`src/rtl/can_mode_pkg.sv`:
```
package can_mode_pkg;

    typedef enum logic [3:0] {
        M_SLEEP  = 4'b0001,
        M_INIT   = 4'b0010,
        M_NORMAL = 4'b0100,
        M_BUSOFF = 4'b1000
    } mode_e;

    typedef struct packed {
        logic init;
        logic sleep;
        logic auto_wake;
        logic auto_busoff;
    } req_t;

    // recessive-to-dominant transition on a strobed sample
    function automatic logic sof_seen(input logic stb, input logic prev, input logic cur);
        return stb & prev & ~cur;
    endfunction

endpackage

```
`src/rtl/can_run_counter.sv`:
```
module can_run_counter #(
    parameter int RUN_LEN     = 11,
    parameter int BUSOFF_RUNS = 128
) (
    input  logic clk,
    input  logic rst,
    input  logic bit_stb,
    input  logic rx_bit,
    input  logic sync_en,
    input  logic wrap_en,
    output logic run_done,
    output logic runs_done
);
    localparam int RW = $clog2(RUN_LEN + 1);
    localparam int NW = $clog2(BUSOFF_RUNS + 1);

    logic [RW-1:0] run_q;
    logic [NW-1:0] runs_q;

    always_ff @(posedge clk) begin
        if (rst) begin
            run_q  <= '0;
            runs_q <= '0;
        end else begin
            if (!wrap_en) runs_q <= '0;
            if (!sync_en && !wrap_en) begin
                run_q <= '0;
            end else if (bit_stb) begin
                if (!rx_bit) begin
                    run_q <= '0;
                end else if (sync_en) begin
                    if (run_q != RW'(RUN_LEN)) run_q <= run_q + 1'b1;
                end else if (run_q == RW'(RUN_LEN - 1)) begin
                    run_q <= '0;
                    if (runs_q != NW'(BUSOFF_RUNS)) runs_q <= runs_q + 1'b1;
                end else begin
                    run_q <= run_q + 1'b1;
                end
            end
        end
    end

    assign run_done  = sync_en && (run_q == RW'(RUN_LEN));
    assign runs_done = wrap_en && (runs_q == NW'(BUSOFF_RUNS));

    // a dominant sample restarts the recessive run
    a_r4_dominant_restart: assert property (@(posedge clk) disable iff (rst)
        (bit_stb && !rx_bit && (sync_en || wrap_en)) |=> (run_q == '0));

    // the run tally never passes its limit
    a_r11_runs_bounded: assert property (@(posedge clk) disable iff (rst)
        runs_q <= NW'(BUSOFF_RUNS));

    // tally is zero whenever bus-off counting is not active
    a_r11_runs_clear: assert property (@(posedge clk) disable iff (rst)
        !wrap_en |=> (!$past(wrap_en) -> runs_q == '0));

endmodule

```
`src/rtl/can_wake_flags.sv`:
```
module can_wake_flags (
    input  logic clk,
    input  logic rst,
    input  logic wake_evt,
    input  logic refuse_evt,
    input  logic wkui_clr,
    output logic wkui,
    output logic status_irq,
    output logic sleep_hw_clr
);
    logic wkui_q, irq_q, clr_q, set_now;

    assign set_now = wake_evt | refuse_evt;

    always_ff @(posedge clk) begin
        if (rst) begin
            wkui_q <= 1'b0;
            irq_q  <= 1'b0;
            clr_q  <= 1'b0;
        end else begin
            if (set_now)       wkui_q <= 1'b1;
            else if (wkui_clr) wkui_q <= 1'b0;
            irq_q <= set_now & ~wkui_q;
            clr_q <= set_now;
        end
    end

    assign wkui         = wkui_q;
    assign status_irq   = irq_q;
    assign sleep_hw_clr = clr_q;

    // the flag is sticky without a software clear
    a_r9_wkui_sticky: assert property (@(posedge clk) disable iff (rst)
        (wkui_q && !wkui_clr) |=> wkui_q);

    // interrupt accompanies every rise of the flag
    a_r10_irq_on_rise: assert property (@(posedge clk) disable iff (rst)
        $rose(wkui_q) |-> irq_q);

    // interrupt only when the flag has just risen
    a_r10_irq_single: assert property (@(posedge clk) disable iff (rst)
        irq_q |-> (wkui_q && !$past(wkui_q)));

endmodule

```
`src/rtl/can_mode_fsm.sv`:
```
module can_mode_fsm
    import can_mode_pkg::*;
(
    input  logic  clk,
    input  logic  rst,
    input  req_t  req,
    input  logic  rx_bit,
    input  logic  bit_stb,
    input  logic  bus_busy,
    input  logic  frame_done,
    input  logic  busoff_enter,
    input  logic  sleep_hw_clr,
    input  logic  run_done,
    input  logic  runs_done,
    output mode_e mode,
    output logic  sync_en,
    output logic  wrap_en,
    output logic  wake_evt,
    output logic  refuse_evt
);
    mode_e mode_q, mode_d;
    logic  rx_prev_q;
    logic  sof, act_done, sleep_ok;

    always_ff @(posedge clk) begin
        if (rst) begin
            mode_q    <= M_SLEEP;
            rx_prev_q <= 1'b1;
        end else begin
            mode_q <= mode_d;
            if (bit_stb) rx_prev_q <= rx_bit;
        end
    end

    assign sof      = sof_seen(bit_stb, rx_prev_q, rx_bit);
    assign act_done = ~bus_busy | frame_done;
    assign sleep_ok = req.sleep & ~sleep_hw_clr;

    always_comb begin
        mode_d     = mode_q;
        wake_evt   = 1'b0;
        refuse_evt = 1'b0;
        unique case (mode_q)
            M_SLEEP: begin
                if (req.auto_wake && sof) begin
                    mode_d   = M_INIT;
                    wake_evt = 1'b1;
                end else if (!req.sleep) begin
                    mode_d = M_INIT;
                end
            end
            M_INIT: begin
                if (sleep_ok)                   mode_d = M_SLEEP;
                else if (!req.init && run_done) mode_d = M_NORMAL;
            end
            M_NORMAL: begin
                if (busoff_enter) begin
                    mode_d = M_BUSOFF;
                end else if (req.init && act_done) begin
                    mode_d = M_INIT;
                end else if (sleep_ok) begin
                    if (req.auto_wake && bus_busy) refuse_evt = 1'b1;
                    else if (act_done)             mode_d = M_SLEEP;
                end
            end
            M_BUSOFF: begin
                if (req.init)                             mode_d = M_INIT;
                else if (req.auto_busoff && runs_done)    mode_d = M_NORMAL;
            end
            default: mode_d = M_SLEEP;
        endcase
    end

    assign mode    = mode_q;
    assign sync_en = (mode_q == M_INIT) && !req.init;
    assign wrap_en = (mode_q == M_BUSOFF);

    // exactly one mode at a time
    a_r2_onehot: assert property (@(posedge clk) disable iff (rst)
        $countones(mode_q) == 1);

    // no mode change out of normal while a frame is still on the bus
    a_r3_defer: assert property (@(posedge clk) disable iff (rst)
        (mode_q == M_NORMAL && bus_busy && !frame_done && !busoff_enter) |=> (mode_q == M_NORMAL));

    // normal is never reached from init before the recessive run completes
    a_r4_sync_gate: assert property (@(posedge clk) disable iff (rst)
        (mode_q == M_INIT && !run_done) |=> (mode_q != M_NORMAL));

    // start of frame in sleep with automatic wakeup leaves sleep
    a_r7_wake: assert property (@(posedge clk) disable iff (rst)
        (mode_q == M_SLEEP && req.auto_wake && sof) |=> (mode_q == M_INIT));

    // bus-off held without automatic exit or init request
    a_r12_hold: assert property (@(posedge clk) disable iff (rst)
        (mode_q == M_BUSOFF && !req.init && !req.auto_busoff) |=> (mode_q == M_BUSOFF));

endmodule

```
`src/rtl/can_mode_seq.sv`:
```
module can_mode_seq
    import can_mode_pkg::*;
#(
    parameter int RUN_LEN     = 11,
    parameter int BUSOFF_RUNS = 128
) (
    input  logic       clk,
    input  logic       rst,
    input  logic       req_init,
    input  logic       req_sleep,
    input  logic       auto_wake_en,
    input  logic       auto_busoff_en,
    input  logic       wkui_clr,
    input  logic       rx_bit,
    input  logic       bit_stb,
    input  logic       bus_busy,
    input  logic       frame_done,
    input  logic       busoff_enter,
    output logic [3:0] mode,
    output logic       inak,
    output logic       slak,
    output logic       wkui,
    output logic       status_irq,
    output logic       sleep_hw_clr
);
    req_t  req;
    mode_e mode_w;
    logic  sync_en, wrap_en, run_done, runs_done, wake_evt, refuse_evt;

    assign req = '{init: req_init, sleep: req_sleep,
                   auto_wake: auto_wake_en, auto_busoff: auto_busoff_en};

    can_mode_fsm u_fsm (
        .clk          (clk),
        .rst          (rst),
        .req          (req),
        .rx_bit       (rx_bit),
        .bit_stb      (bit_stb),
        .bus_busy     (bus_busy),
        .frame_done   (frame_done),
        .busoff_enter (busoff_enter),
        .sleep_hw_clr (sleep_hw_clr),
        .run_done     (run_done),
        .runs_done    (runs_done),
        .mode         (mode_w),
        .sync_en      (sync_en),
        .wrap_en      (wrap_en),
        .wake_evt     (wake_evt),
        .refuse_evt   (refuse_evt)
    );

    can_run_counter #(.RUN_LEN(RUN_LEN), .BUSOFF_RUNS(BUSOFF_RUNS)) u_cnt (
        .clk       (clk),
        .rst       (rst),
        .bit_stb   (bit_stb),
        .rx_bit    (rx_bit),
        .sync_en   (sync_en),
        .wrap_en   (wrap_en),
        .run_done  (run_done),
        .runs_done (runs_done)
    );

    can_wake_flags u_flags (
        .clk          (clk),
        .rst          (rst),
        .wake_evt     (wake_evt),
        .refuse_evt   (refuse_evt),
        .wkui_clr     (wkui_clr),
        .wkui         (wkui),
        .status_irq   (status_irq),
        .sleep_hw_clr (sleep_hw_clr)
    );

    assign mode = mode_w;
    assign inak = (mode_w == M_INIT);
    assign slak = (mode_w == M_SLEEP);

    // a refused sleep never leaves normal mode
    a_r8_refuse_stays: assert property (@(posedge clk) disable iff (rst)
        refuse_evt |=> (mode == 4'b0100));

    // bus-off entry from normal is immediate
    a_r11_enter: assert property (@(posedge clk) disable iff (rst)
        (mode == 4'b0100 && busoff_enter) |=> (mode == 4'b1000));

endmodule

```
`config.mk`:
```
export PLATFORM = sky130hd
export DESIGN_NAME = can_mode_seq
export DESIGN_NICKNAME = d
export VERILOG_FILES = /design/src/rtl/can_mode_pkg.sv /design/src/rtl/can_run_counter.sv /design/src/rtl/can_wake_flags.sv /design/src/rtl/can_mode_fsm.sv /design/src/rtl/can_mode_seq.sv
export SDC_FILE = /design/constraint.sdc
export NUM_CORES = 1
export LEC_CHECK = 0
export BUFFER_PORTS_ARGS = -buffer_cell sky130_fd_sc_hd__buf_4
export CAP_MARGIN = 20
export CORE_MARGIN = 4
export CORE_UTILIZATION = 45
export CTS_CLUSTER_SIZE = 16
export DETAILED_ROUTE_END_ITERATION = 10
export GPL_ROUTABILITY_DRIVEN = 0
export PLACE_DENSITY = 0.75
export SLEW_MARGIN = 20
export SYNTH_ARGS = -nofsm -noshare
export SYNTH_HDL_FRONTEND = slang
export SYNTH_SLANG_ARGS = --single-unit
```
`constraint.sdc`:
```
create_clock -name clk -period 2.4 [get_ports clk]
set_clock_uncertainty 0.2 [all_clocks]
set_input_delay 0.36 -clock clk [delete_from_list [all_inputs] [get_ports clk]]
set_output_delay 0.36 -clock clk [all_outputs]
set_load 0.005 [all_outputs]
```
Word level (Yosys, flattened, before mapping)
Cells that the tools add are included.
{"block": "op_classes", "n_addsub": 2, "n_eq_ne": 16, "n_mux": 32, "bitwise": 10, "n_reduce_logical": 16}
{"cell": "2-to-1 mux 4 bit", "n": 15}
{"cell": "2-to-1 mux 8 bit", "n": 7}
{"cell": "one-hot mux 4 bit (4 select lines)", "n": 1}
{"cell": "== test 4 bit, second input constant", "n": 3}
{"cell": "logical AND 1 bit", "n": 9}
{"cell": "2-to-1 mux 1 bit", "n": 9}
{"cell": "adder 8 x 1 -> 8 bit, second input constant", "n": 1}
{"cell": "== test 8 bit, second input constant", "n": 1}
{"cell": "!= test 4 x 2 -> 1 bit, second input constant", "n": 2}
{"cell": "!= test 8 bit, second input constant", "n": 1}
{"cell": "!= test 3 bit, second input constant", "n": 2}
{"cell": "AND reduction 6 bit", "n": 1}
{"cell": "adder 4 x 1 -> 4 bit, second input constant", "n": 1}
{"cell": "AND 1 bit", "n": 4}
{"cell": "== test 4 x 1 -> 1 bit, second input constant", "n": 1}
{"cell": "== test 4 x 2 -> 1 bit, second input constant", "n": 1}
{"cell": "== test 4 x 3 -> 1 bit, second input constant", "n": 1}
{"cell": "!= test 4 x 3 -> 1 bit, second input constant", "n": 1}
{"cell": "!= test 4 bit, second input constant", "n": 1}
{"cell": "NOT 1 bit", "n": 4}
{"cell": "logical NOT 1 bit", "n": 3}
{"cell": "!= test 3 x 1 -> 1 bit, second input constant", "n": 1}
{"cell": "!= test 3 x 2 -> 1 bit, second input constant", "n": 1}
{"cell": "OR 1 bit", "n": 2}
{"cell": "other kinds (3)", "n": 3}
{"block": "word_totals", "register_bits": 20, "out_inout_bits": 9}

Logic depth before layout (Yosys ltp)
Gate-level depths: netlist of the first run.
{"block": "logic_depth", "word_depth": 8, "ltp_mapped": 6}

Cells and area by module
Synthesis of the first run repeated with hierarchy kept, for this count alone.
{"block": "unflattened", "cells_unflattened": 144, "hier_area_um2": 1228.7}
{"module": "can_run_counter", "n_inst": 1, "cells_per_inst": 84, "area_per_inst_um2": 716.9, "seq_area_each_um2": 240.2}
{"module": "can_mode_fsm", "n_inst": 1, "cells_per_inst": 50, "area_per_inst_um2": 406.6, "seq_area_each_um2": 100.1}
{"module": "can_wake_flags", "n_inst": 1, "cells_per_inst": 8, "area_per_inst_um2": 87.6, "seq_area_each_um2": 60.1}
{"module": "can_mode_seq", "n_inst": 1, "cells_per_inst": 2, "area_per_inst_um2": 17.5, "seq_area_each_um2": 0.0}

Least setup slack after synthesis of the first run
No wires, ideal clock.
{"block": "synth_timing", "path_kind": "input to register", "startpoint": "input port req_init", "endpoint": "register u_cnt.runs_q[5]", "setup_time_ps": 59, "arrival_time_ps": 1643, "required_time_ps": 2141, "setup_slack_ps": 497, "cell_stages": 6, "path_buffers": 2, "cell_sequence": "buf_6 or3b_1 a21o_1 buf_6 a2111oi_1 a31o_1"}
{"block": "synth_via", "elab_chain_cells": 6}
{"element": "start, declared", "line_no": "can_mode_seq.sv:9", "rtl": "input logic req_init,"}
{"element": "logical NOT 1 bit (*)", "line_no": "can_mode_fsm.sv:75", "rtl": "assign sync_en = (mode_q == M_INIT) && !req.init;"}
{"element": "logical AND 1 bit (*)", "line_no": "can_mode_fsm.sv:75"}
{"element": "2-to-1 mux 8 bit", "line_no": "can_run_counter.sv:31", "rtl": "end else if (sync_en) begin"}
{"element": "2-to-1 mux 8 bit", "line_no": "can_run_counter.sv:29", "rtl": "if (!rx_bit) begin"}
{"element": "2-to-1 mux 8 bit", "line_no": "can_run_counter.sv:28", "rtl": "end else if (bit_stb) begin"}
{"element": "2-to-1 mux 8 bit (*)", "line_no": "can_run_counter.sv:26", "rtl": "if (!sync_en && !wrap_en) begin"}
{"element": "end signal, assigned", "line_no": "can_run_counter.sv:35", "rtl": "if (runs_q != NW'(BUSOFF_RUNS)) runs_q <= runs_q + 1'b1;"}
{"element": "end, declared", "line_no": "can_run_counter.sv:18", "rtl": "logic [NW-1:0] runs_q;"}
Every way passes the cells marked *; elsewhere a longest branch is shown, timed or not.
A chain may end at the register's enable or synchronous reset.

Worst setup path after layout of the first run
{"block": "layout_timing", "startpoint": "register u_fsm.mode_q[1] (netlist: u_fsm.mode[1])", "endpoint": "output port inak"}
{"block": "layout_via", "elab_chain_cells": 1}
{"element": "start, declared", "line_no": "can_mode_fsm.sv:21", "rtl": "mode_e mode_q, mode_d;"}
{"element": "start signal, assigned", "line_no": "can_mode_fsm.sv:30", "rtl": "mode_q <= mode_d;"}
{"element": "== test 4 x 2 -> 1 bit", "line_no": "can_mode_seq.sv:75", "rtl": "assign inak = (mode_w == M_INIT);"}
{"element": "end, declared", "line_no": "can_mode_seq.sv:20", "rtl": "output logic inak,"}
No other way between the ends.

==> flow_summary.json, run 1 <==
{
  "status": "finished clean",
  "drc": 0,
  "firstDrtPassIters": 4,
  "vias_per_cell": 6.13,
  "cts_sinks": 20,
  "seq_area_frac_synth_pct": 31.7,
  "die_w_um": 61.0,
  "drv_slew": 0,
  "num-nets-final": 179,
  "ant_nets": 0,
  "clockBufferDepth": 2,
  "grt_pass1_vias": 1092,
  "r2r_slack_ps": 320,
  "vias": 1177,
  "detailed_place_hpwl_mm": 2.08,
  "stdcell_area_um2": 1470,
  "syn_area_per_cell_um2": 8.95,
  "whs_ps": 58.8,
  "cp_slowest_stage_delay_ps": 540,
  "drt-total-wl_mm": 2.83,
  "wl_per_cell_um": 14.7,
  "post_cts_resized": 0,
  "ir_worst_vdd_v": 0.000441,
  "die_h_um": 61.0,
  "fmax_ghz": 0.471,
  "synthCells": 141,
  "start_util_pct": 49.2,
  "crit_slowest_cell": "or4b_4",
  "worstSetupEndpointType": "output pin",
  "core_area_um2": 2570,
  "cp.arrival_ps": 1560,
  "fin_crit_ps": 2120,
  "grt_pass1_wl_mm": 4.90,
  "relSlewSlack_pct": 60.8,
  "timing.final.crit_share_pct": 88.4,
  "clk_pin_slew_ps": 130,
  "drt-initial-drc-count": 45,
  "diodes": 0,
  "r2r_cells": 4,
  "netlist_area_um2": 1260,
  "worstPathRequired_ps": 1840,
  "power_density_nw_per_um2": 519,
  "cellLeakagePower_uw": 0.000537,
  "cp-startpoint": "u_fsm.mode[1]$_SDFFE_PP0P_",
  "fin_tns_setup_ps": 0,
  "post_cts_buffers": 0,
  "r2r-end": "u_fsm.mode[1]$_SDFFE_PP0P_",
  "ys_warn_count": 0,
  "max_cap_violations": 0,
  "synthesis.nets": 157,
  "dieArea_um2": 3720,
  "hold_viol": 0,
  "cts_buffers": 3,
  "crit_end": "inak",
  "cts_tree": "yes",
  "portBuffers": 20,
  "insertion_delay_ps": 310,
  "hold_class": "in -> reg",
  "place_area_um2": 1420,
  "synthArstFlopShare_pct": 0,
  "area_growth_pct": 16.6,
  "synth-edff-count": 0,
  "cts_root_buffer": "clkbuf_4",
  "htree_levels": 1,
  "setup_viol": 0,
  "cp_max_fo": 9,
  "dp_cells": 188,
  "antenna_found_initial": 0,
  "row_count": 18,
  "cts_hold_buf": 0,
  "ys_ff_latch": 20,
  "synth_cell_type_count": 45,
  "drive_gt1_share_pct": 24.7,
  "cp-start-kind": "flop",
  "num-fill-cells": 234,
  "min_delay_path_depth": 2,
  "grt_overflow": 0,
  "io_pins": 21,
  "grt_max_degree": 13,
  "grt_use_total_pct": 17.3,
  "final_cells": 192,
  "rsz0062_at_grt": "false",
  "worst_pin_slew_ps": 588,
  "critPathKind": "reg -> out",
  "r2r-start": "u_fsm.mode[2]$_SDFFE_PP0P_",
  "crit_chain": "or4b_4 -> clkinv_1 -> buf_4",
  "ys.flop_type": "dfxtp_1"
}
==> routing by layer <==
metal / global-route usage (%) / up-vias / part of all wire (%)
met5: 0 / - / 0
met4: 7.12 / 0 / 1.0
met3: 2.77 / 4 / 4.2
met2: 27.0 / 35 / 50
met1: 23.7 / 556 / 45
li1: - / 582 / -
==> flip-flops by register name, indices dropped and copies added (netlist names) <==
name                  count
u_cnt.runs_q              8
u_cnt.run_q               4
u_fsm.mode                4
u_flags.sleep_hw_clr      1
u_flags.status_irq        1
u_flags.wkui              1
u_fsm.rx_prev_q           1
==> metrics by stage <==
stage               setup WS [ps]  total power (uW)  utilization, %
finish                        279               763            57.3
global route                 72.8               799            57.3
CTS                           278               761            57.3
detailed placement            287               482            55.3
global placement              358               479            55.3
floorplan                     497               430               -
==> cell usage after synthesis (2+ instances only) <==
| cell | n | area, um^2 |
|---|---|---|
| nor4_1 | 2 | 12.5 |
| dfxtp_1 | 20 | 400 |
| a21o_1 | 2 | 15.0 |
| nor4bb_1 | 2 | 20.0 |
| nor3_1 | 5 | 25.0 |
| nand3_1 | 4 | 20.0 |
| nand4b_1 | 2 | 17.5 |
| xnor2_1 | 2 | 17.5 |
| o211ai_1 | 2 | 15.0 |
| nand4_1 | 2 | 12.5 |
| buf_6 | 3 | 33.8 |
| o21ai_0 | 5 | 25.0 |
| a31o_1 | 4 | 35.0 |
| a21oi_1 | 7 | 35.0 |
| or3_1 | 4 | 25.0 |
| nand2_1 | 11 | 41.3 |
| or2_2 | 3 | 18.8 |
| a2111oi_0 | 2 | 17.5 |
| a31o_2 | 3 | 26.3 |
| nand2b_1 | 8 | 50.1 |
| ha_1 | 4 | 50.1 |
| xor2_1 | 2 | 17.5 |
| inv_1 | 7 | 26.3 |
| nor2_1 | 5 | 18.8 |
| a2111oi_2 | 3 | 45.0 |
| nor2b_1 | 3 | 18.8 |
| a2111oi_1 | 3 | 30.0 |
| a31oi_1 | 4 | 25.0 |
==> cell families (layout without fill, tap and decap cells) <==
kind of cell	after synthesis	in the layout	share of synthesized area, %
simple gates	56	56	26.3
fa+ha+maj	4	4	3.96
buf+inv	12	33	5.45
flops	20	20	31.7
xor+xnor	4	4	2.78
compound gates	45	45	29.8
==> power breakdown <==
group          leakage (uW)  total (uW)  switching (uW)  internal [uW]
Sequential         0.000162         358            16.1            342
Combinational      0.000347         117            55.5           61.3
Clock             0.0000279         288             120            169
==> layout make-up <==
cell class	count	area (um^2)	area share (%)
Multi-Input combinational cell	109	793	53.9
Sequential cell	20	400	27.2
Timing Repair Buffer	21	158	10.7
Tap cell	30	37.5	2.55
Clock inverter	1	30.0	2.04
Inverter	8	30.0	2.04
Clock buffer	3	22.5	1.53
==> layout by cell type, fill, tap and decap left out, types with 5 or more instances in the layout <==
cell | netlist | final
nor2_1 | 5 | 5
nor3_1 | 5 | 5
nand2b_1 | 8 | 8
dfxtp_1 | 20 | 20
a21oi_1 | 7 | 7
buf_4 | 0 | 21
nand2_1 | 11 | 11
inv_1 | 7 | 7
o21ai_0 | 5 | 5
==> worst min-delay path by stage <==
stage | from | endpoint | slack, ps
6_report | rst | u_fsm.mode[3]$_SDFFE_PP0P_ | 60
3_3_place_gp | u_flags.wkui$_SDFFE_PP0P_ | u_flags.status_irq$_SDFF_PP0_ | 220
3_5_place_dp | u_flags.wkui$_SDFFE_PP0P_ | u_flags.status_irq$_SDFF_PP0_ | 240
5_1_grt | rst | u_fsm.mode[3]$_SDFFE_PP0P_ | 40
4_1_cts | rst | u_fsm.mode[3]$_SDFFE_PP0P_ | 60
2_1_floorplan | u_flags.wkui$_SDFFE_PP0P_ | u_flags.status_irq$_SDFF_PP0_ | 230
==> critical path, delay by kind of cell (launching register included) <==
| kind | cells | cell delay, ps |
|---|---|---|
| buf+inv | 2 | 220 |
| flops | 1 | 480 |
| simple gates | 1 | 540 |
Power figures use the tool's default switching activity.
==> inputs of run 2 (changes only) <==
Settings changed: ABC_AREA set to 1.
==> flow_summary.json, run 2 <==
{
  "cts_tree": "yes",
  "synth.most_common_cell": "nand2_1",
  "max_cap_violations": 0,
  "drv_slew": 0,
  "synth_top_area_cell": "dfxtp_1",
  "fin_crit_ps": 1770,
  "final_cells": 264,
  "p_total_uw": 877,
  "portBuffers": 20,
  "post_cts_resized": 0,
  "post_cts_buffers": 0,
  "timing.final.crit_share_pct": 73.8,
  "hold_viol": 0,
  "cts_sinks": 20,
  "regMostFlops": "u_cnt.runs_q",
  "hold_class": "in -> reg",
  "worstSetupEndpointType": "output pin",
  "drt-total-wl_mm": 2.79,
  "drt-initial-drc-count": 75,
  "synth-edff-count": 0,
  "ant_nets": 0,
  "core_area_um2": 2760,
  "syn_area_per_cell_um2": 6.26,
  "synth_top_family_by_area": "simple AND/OR/NAND/NOR gates",
  "synthesis.nets": 224,
  "fmax_ghz": 0.565,
  "num-fill-cells": 290,
  "vias_per_cell": 5.03,
  "insertion_delay_ps": 310,
  "cts_buffers": 3,
  "most-common-layout-cells": "nand2_1, inv_1, nor2_1, nand3_1",
  "detailed_place_hpwl_mm": 2.23,
  "synthSimpleGateAreaFrac_pct": 43.2,
  "worst_pin_slew_ps": 304,
  "ys_warn_count": 0,
  "io_pins": 21,
  "drc": 0,
  "synth_fa_ha_area_share_pct": 3.84,
  "seq_area_frac_synth_pct": 30.7,
  "htree_levels": 1,
  "synth_cell_type_count": 23,
  "grt_pass1_wl_mm": 4.59,
  "critPathKind": "reg -> out",
  "whs_ps": 86.9,
  "num-nets-final": 250,
  "synth.area.mux_share_pct": 0,
  "rsz0062_at_grt": "false",
  "row_count": 19,
  "cp.arrival_ps": 1210,
  "status": "finished clean",
  "die_h_um": 61.8,
  "grt_use_total_pct": 16.0,
  "yosys-top-cells-count": "nand2_1, inv_1, nor2_1",
  "cp_max_fo": 4,
  "synthArstFlopShare_pct": 0,
  "synthXorXnorAreaFrac_pct": 1.34,
  "antenna_found_initial": 0,
  "cts_root_buffer": "clkbuf_4",
  "wl_per_cell_um": 10.6,
  "cp-start-kind": "flop",
  "drive_gt1_share_pct": 18.5,
  "synthTopCellsByArea": "dfxtp_1, nand2_1, inv_1",
  "grt_overflow": 0,
  "area_growth_pct": 18.1,
  "grt_max_degree": 12,
  "mostFrequentLayoutCell": "nand2_1",
  "firstDrtPassIters": 4,
  "dp_cells": 259,
  "relSlewSlack_pct": 79.6,
  "start_util_pct": 47.2,
  "synth_top_cell_area_share_pct": 30.7,
  "setup_viol": 0,
  "worstPathRequired_ps": 1840,
  "ys_ff_latch": 20,
  "die_w_um": 61.8,
  "synthCells": 208,
  "cellLeakagePower_uw": 0.000706,
  "largest_reg_flops": 8,
  "synth_compound_area_share_pct": 10.8,
  "ys.flop_type": "dfxtp_1",
  "ir_worst_vdd_v": 0.000390,
  "grt_pass1_vias": 1128,
  "dieArea_um2": 3820,
  "netlist_area_um2": 1300,
  "power_density_nw_per_um2": 571,
  "fin_tns_setup_ps": 0,
  "vias": 1329,
  "clockBufferDepth": 2,
  "diodes": 0,
  "clk_pin_slew_ps": 120
}
==> run 2: cell types whose count changed after synthesis, sizes merged, moves of 4 or more <==
cell / change
inv: +28
or3: -4
nand2: +49
a31o: -7
nand2b: -8
a2111oi: -8
a31oi: -4
nor2: +27
o21ai: +4
nand3: +18
==> run 2: cell families (layout without fill, tap and decap cells) <==
| family | count (synthesis) | after routing |
|---|---|---|
| buffers and inverters | 35 | 60 |
| xor gates and xnor gates | 2 | 2 |
| DFF | 20 | 20 |
| adders and majority gates | 4 | 4 |
| and+or+nand+nor | 122 | 122 |
| AOI/OAI and AO/OA | 25 | 25 |
==> run 2: timing repair <==
item                                    4_1_cts  5_1_grt
hold buffers                                  0        1
endpoints found under the hold margin         0        1
endpoints found under the setup margin        0        0
==> run 2: final cells by class <==
class                      instances  area (um^2)  area share [%]
tap                               31         38.8            2.52
clock buffer                       4         36.3            2.36
multi-input combinational        153          771            50.1
inverter                          35          131            8.54
sequential                        20          400            26.0
timing repair buffer              21          160            10.4
==> run 2: where the power goes <==
part / internal (uW) / leakage [uW] / total, uW / switching [uW]
Sequential: 356 / 0.000162 / 385 / 29.2
Clock: 92.7 / 0.0000210 / 206 / 113
Combinational: 125 / 0.000523 / 286 / 161
Total: 574 / 0.000706 / 877 / 304
==> run 2: routing by layer <==
metal / vias up / share of wire [%] / global-route usage (%)
li1: 709 / - / -
met1: 575 / 47 / 20.0
met2: 38 / 46 / 26.5
met3: 7 / 6.0 / 3.93
met4: 0 / 1.6 / 6.06
met5: - / 0 / 0
==> run 2: worst paths after layout <==
check	startpoint	endpoint	slack (ps)	depth (start not counted)
worst max-delay path	u_fsm.mode[3]$_SDFFE_PP0P_	slak	630	4
worst min-delay path	wkui_clr	u_flags.wkui$_SDFFE_PP0P_	90	3
worst max register to register	u_cnt.runs_q[0]$_SDFF_PP0_	u_cnt.runs_q[7]$_SDFF_PP0_	710	9
worst min register to register	u_flags.wkui$_SDFFE_PP0P_	u_flags.status_irq$_SDFF_PP0_	250	1
==> run 2: metrics by stage <==
stage / cell area (um^2) / worst slack, ps / util, %
final: 1540 / 629 / 55.8
after global routing: 1540 / 552 / 55.8
after CTS: 1530 / 596 / 55.4
after detailed placement: 1490 / 715 / 54.1
after global placement: 1490 / 696 / 54.1
after floorplan: 1300 / 846 / -
==> run 2: critical path, cell delays in order, from the launching register on <==
cell and delay [ps]:
dfxtp_1 340, inv_1 120, nand2_2 90, nor2_1 200, buf_4 150
